$ cat src/rtl/tphase_pkg.sv
package tphase_pkg;
  typedef enum logic [1:0] {
    ST_IDLE,
    ST_ACK,
    ST_RUN,
    ST_SEND
  } wrap_st_e;
endpackage

$ cat src/rtl/tp_sync.sv
module tp_sync #(
  parameter int STAGES = 2
) (
  input  logic clk_i,
  input  logic rst_ni,
  input  logic d_i,
  output logic q_o
);
  logic [STAGES-1:0] q;

  always_ff @(posedge clk_i or negedge rst_ni) begin
    if (!rst_ni) q <= '0;
    else         q <= {q[STAGES-2:0], d_i};
  end

  assign q_o = q[STAGES-1];
endmodule

$ cat src/rtl/tp_phase_track.sv
// Keeps the last consumed phase; evt_o flags an unconsumed transition.
module tp_phase_track (
  input  logic clk_i,
  input  logic rst_ni,
  input  logic phase_i,
  input  logic take_i,
  output logic evt_o
);
  logic seen_q;

  always_ff @(posedge clk_i or negedge rst_ni) begin
    if (!rst_ni)     seen_q <= 1'b0;
    else if (take_i) seen_q <= phase_i;
  end

  assign evt_o = phase_i ^ seen_q;
endmodule

$ cat src/rtl/tp_ctrl.sv
module tp_ctrl
  import tphase_pkg::*;
#(
  parameter int DW = 8
) (
  input  logic          clk_i,
  input  logic          rst_ni,
  input  logic          req_evt_i,
  input  logic          ack_evt_i,
  input  logic [DW-1:0] in_data_i,
  input  logic [DW-1:0] core_data_i,
  input  logic          core_done_i,
  output logic          req_take_o,
  output logic          in_ack_o,
  output logic          out_req_o,
  output logic [DW-1:0] out_data_o,
  output logic [DW-1:0] core_data_o,
  output logic          core_en_o
);
  wrap_st_e      st_q;
  logic          pend_q;
  logic          ack_q, req_q;
  logic [DW-1:0] op_q, res_q;
  logic          accept;

  assign accept     = (st_q == ST_IDLE) && req_evt_i && !pend_q;
  assign req_take_o = accept;

  always_ff @(posedge clk_i or negedge rst_ni) begin
    if (!rst_ni) begin
      st_q  <= ST_IDLE;
      ack_q <= 1'b0;
      req_q <= 1'b0;
      op_q  <= '0;
      res_q <= '0;
    end else begin
      unique case (st_q)
        ST_IDLE: if (accept) begin
          op_q <= in_data_i;
          st_q <= ST_ACK;
        end
        ST_ACK: begin
          ack_q <= ~ack_q;
          st_q  <= ST_RUN;
        end
        ST_RUN: if (core_done_i) begin
          res_q <= core_data_i;
          st_q  <= ST_SEND;
        end
        ST_SEND: begin
          req_q <= ~req_q;
          st_q  <= ST_IDLE;
        end
        default: st_q <= ST_IDLE;
      endcase
    end
  end

  // output transfer outstanding until the synchronized ack transition
  always_ff @(posedge clk_i or negedge rst_ni) begin
    if (!rst_ni)               pend_q <= 1'b0;
    else if (st_q == ST_SEND)  pend_q <= 1'b1;
    else if (ack_evt_i)        pend_q <= 1'b0;
  end

  assign in_ack_o    = ack_q;
  assign out_req_o   = req_q;
  assign out_data_o  = res_q;
  assign core_data_o = op_q;
  assign core_en_o   = (st_q == ST_RUN);
endmodule

$ cat src/rtl/tphase_wrap.sv
module tphase_wrap #(
  parameter int DW      = 8,
  parameter int SYNC_FF = 2
) (
  input  logic          clk_i,
  input  logic          rst_ni,
  input  logic [DW-1:0] in_data_i,
  input  logic          in_req_i,
  output logic          in_ack_o,
  output logic [DW-1:0] out_data_o,
  output logic          out_req_o,
  input  logic          out_ack_i,
  output logic [DW-1:0] core_data_o,
  output logic          core_en_o,
  input  logic [DW-1:0] core_data_i,
  input  logic          core_done_i
);
  logic req_s, ack_s;
  logic req_evt, ack_evt, req_take;

  tp_sync #(.STAGES(SYNC_FF)) u_req_sync (
    .clk_i(clk_i), .rst_ni(rst_ni), .d_i(in_req_i), .q_o(req_s));

  tp_sync #(.STAGES(SYNC_FF)) u_ack_sync (
    .clk_i(clk_i), .rst_ni(rst_ni), .d_i(out_ack_i), .q_o(ack_s));

  tp_phase_track u_req_trk (
    .clk_i(clk_i), .rst_ni(rst_ni), .phase_i(req_s), .take_i(req_take), .evt_o(req_evt));

  // ack phase always absorbed; a stray toggle with nothing pending is dropped
  tp_phase_track u_ack_trk (
    .clk_i(clk_i), .rst_ni(rst_ni), .phase_i(ack_s), .take_i(1'b1), .evt_o(ack_evt));

  tp_ctrl #(.DW(DW)) u_ctrl (
    .clk_i      (clk_i),
    .rst_ni     (rst_ni),
    .req_evt_i  (req_evt),
    .ack_evt_i  (ack_evt),
    .in_data_i  (in_data_i),
    .core_data_i(core_data_i),
    .core_done_i(core_done_i),
    .req_take_o (req_take),
    .in_ack_o   (in_ack_o),
    .out_req_o  (out_req_o),
    .out_data_o (out_data_o),
    .core_data_o(core_data_o),
    .core_en_o  (core_en_o)
  );
endmodule

$ cat config.mk
export PLATFORM = sky130hd
export DESIGN_NAME = tphase_wrap
export DESIGN_NICKNAME = d
export VERILOG_FILES = /design/src/rtl/tphase_pkg.sv /design/src/rtl/tp_sync.sv /design/src/rtl/tp_phase_track.sv /design/src/rtl/tp_ctrl.sv /design/src/rtl/tphase_wrap.sv
export SDC_FILE = /design/constraint.sdc
export NUM_CORES = 1
export LEC_CHECK = 0
export CAP_MARGIN = 30
export CORE_MARGIN = 4
export CORE_UTILIZATION = 50
export DETAILED_ROUTE_END_ITERATION = 8
export DONT_BUFFER_PORTS = 1
export PLACE_DENSITY = 0.66
export SLEW_MARGIN = 5
export SYNTH_ARGS = -nofsm -noshare
export SYNTH_HDL_FRONTEND = slang
export SYNTH_HIERARCHICAL = 1
export SYNTH_SLANG_ARGS = --single-unit
$ cat constraint.sdc
create_clock -name clk_i -period 1.8 [get_ports clk_i]
set_input_delay 0.36 -clock clk_i [delete_from_list [all_inputs] [get_ports clk_i]]
set_output_delay 0.36 -clock clk_i [all_outputs]
set_load 0.05 [all_outputs]
==> out/metrics.cfg <==
[outcome]
status = completed

[placement]
post-dp-hpwl_mm = 1.35
portBuffers = 0
dp_slack_ns = 0.277
gp_congestion = 0.646

[global_routing]
first_global_vias = 624
gr-usage-met3_pct = 5.18
grt_pass1_wl_mm = 2.68
groute.layer.met2.usage_pct = 23.4
grt.busiest_layer = met2
grt_max_degree = 28
antenna_found_initial = 0
grt-ovfl-total = 0
track_usage_pct = 13.1
grtUsageMet1_pct = 13.0

[clocking]
cts_tree = done
clk_latency_ns = 0.31
root_buffer = clkbuf_4
cts.path.max_buffers = 2
numCtsBuffers = 3
ctsHtreeMaxLevel = 1
cts.sinks = 27
path_clk_slew_ns = 0.14

[floorplanning]
core_area_um2 = 2020
die_h_um = 54.6
die_x_um = 54.6
initial_core_util_pct = 53.7
die_area_um2 = 2980
design.portCount = 40
num_rows = 16

[route]
wl_per_cell_um = 17.0
route.detailed.drc = 0
drt-pass1-iter-count = 2
num_vias = 544
drt_iter0_drc = 2
ant_nets = 0
via_per_inst = 5.28
wl_mm = 1.75

[worst_setup_path]
arrival_ns = 1.33
critPathTopFamily = flip-flops
worstPathRequired_ns = 1.44
cp-end-kind = output pin
worstPathBufferInverterCount = 2
cpPeakStageDelay_ns = 0.44
critPathMaxFanout = 4
setup.worst_path.class = reg2out
cp_slowest_cell = dfrtp_1
cp_cell_sequence = inv_1 -> ha_1 -> buf_4
worstSetupStartpointType = register

[final_layout]
syn2layout_area_growth_pct = 8.99
nNetsFinal = 103
fillers = 159
n_antenna_cell = 0
drive_above_1_share_pct = 35.5
mostFrequentLayoutCells = 27 x dfrtp_1, 17 x mux2_2, 5 x ha_1
layout_commonest_cell = dfrtp_1

[worst_hold_path]
min_path_type = in2reg

[sta]
fin_ws_ns = 0.110
max_freq_ghz = 0.592
timing.final.crit_share_pct = 93.9
fin_crit_ns = 1.69
setup_tns_ns = 0
fin_skew_ns = 0.00443
rsz0062_at_grt = false
max_slew_margin_pct = 66.6
hold_viol_final = 0
finalSetupViolCount = 0
worstMarginPinSlew_ns = 0.501
drv_slew = 0

[run]
drv_cap = 0

[synth]
netlist_area_um2 = 1090
synth-seq-cells = 27
yosysSeqAreaShare_pct = 62.2
ys_warn_count = 6
syn_nets = 95
synth_cell_types = 16
synthCells = 69
syn-mean-instance-area_um2 = 15.7

## per-stage QoR
stage	utilization [%]	cell area, um^2	hold slack, ns	instances
floorplan	-	1090	0.0644	69
global placement	55.8	1130	0.0650	97
detailed placement	55.8	1130	0.0653	97
CTS	58.5	1180	0.0426	103
global route	58.5	1180	0.0207	103
finish	58.5	1180	0.0558	103
## logic make-up (layout without fill, tap and decap cells)
| family | count (synthesis) | in the layout | share of synthesized area (%) |
|---|---|---|---|
| buf+inv | 4 | 11 | 1.38 |
| simple gates | 6 | 6 | 4.38 |
| other cells | 1 | 1 | 0.345 |
| compound gates | 3 | 3 | 2.30 |
| fa+ha+maj | 5 | 5 | 5.76 |
| flops | 27 | 27 | 62.2 |
| mux | 19 | 19 | 20.4 |
| xor+xnor | 4 | 4 | 3.23 |
## cell type report
type                       instances  area [um^2]  share of cell area [%]
multi-input combinational         38          395                    33.4
inverter                           4         15.0                    1.27
tap                               27         33.8                    2.85
timing repair buffer               3         37.5                    3.17
sequential                        27          676                    57.1
clock buffer                       4         26.3                    2.22
## flip-flops by register name, summed over array words and instances, names as in the netlist
register / cells
u_ctrl/core_data_o: 8
u_ctrl/out_data_o: 8
u_ack_sync/q: 2
u_ctrl/st_q: 2
u_req_sync/q: 2
u_ack_trk/seen_q: 1
u_ctrl/in_ack_o: 1
u_ctrl/out_req_o: 1
u_ctrl/pend_q: 1
u_req_trk/seen_q: 1
## worst reg2reg max path, stage by stage, from the launching register on
cell and delay, ns:
dfrtp_1 0.42, inv_1 0.10, ha_1 0.26, and2b_1 0.18
a21oi_2 0.13, mux2_2 0.34
## metal layers
metal  share of wire (%)  up-vias  wire [um]
li1                    -      241          -
met1                  37      282        640
met2                  55       19        962
met3                 7.6        2        133
met4                0.69        0         12
met5                   0        -          0
## cell usage after synthesis
| cell | count | area, um^2 |
|---|---|---|
| dfrtp_1 | 27 | 676 |
| mux2_2 | 17 | 191 |
| ha_1 | 5 | 62.6 |
| inv_1 | 4 | 15.0 |
| xor2_1 | 4 | 35.0 |
| mux2_4 | 2 | 30.0 |
| a21o_1 | 1 | 7.51 |
| a21oi_2 | 1 | 8.76 |
| a2bb2oi_1 | 1 | 8.76 |
| and2b_1 | 1 | 7.51 |
| conb_1 | 1 | 3.75 |
| nand2_1 | 1 | 3.75 |
| nand2_2 | 1 | 6.26 |
| nand2b_1 | 1 | 6.26 |
| nand3b_4 | 1 | 20.0 |
| nor2_1 | 1 | 3.75 |
## final timing paths
| path | cells past startpoint | endpoint | slack [ns] | from |
|---|---|---|---|---|
| worst min register to register | 0 | u_ack_sync/q[1] | 0.37 | u_ack_sync/q[0] |
| max in group asynchronous | 2 | u_ctrl/out_data_o[4] | 1.19 | rst_ni |
| worst max register to register | 5 | u_ctrl/st_q[1] | 0.27 | u_ctrl/st_q[0] |
| worst min-delay path | 0 | u_req_sync/q[0] | 0.06 | in_req_i |
| worst max-delay path | 3 | core_en_o | 0.11 | u_ctrl/st_q[0] |
| min in group asynchronous | 2 | u_ctrl/in_ack_o | 0.46 | rst_ni |
## repair_timing
action	CTS	global route
setup buffers	0	0
hold buffers	2	0
gates resized for setup	0	0
hold endpoints to repair	27	0
Power is left out: the tool's default activity adds up to more than one toggle a clock period on the data nets, which glitch-free logic cannot reach.
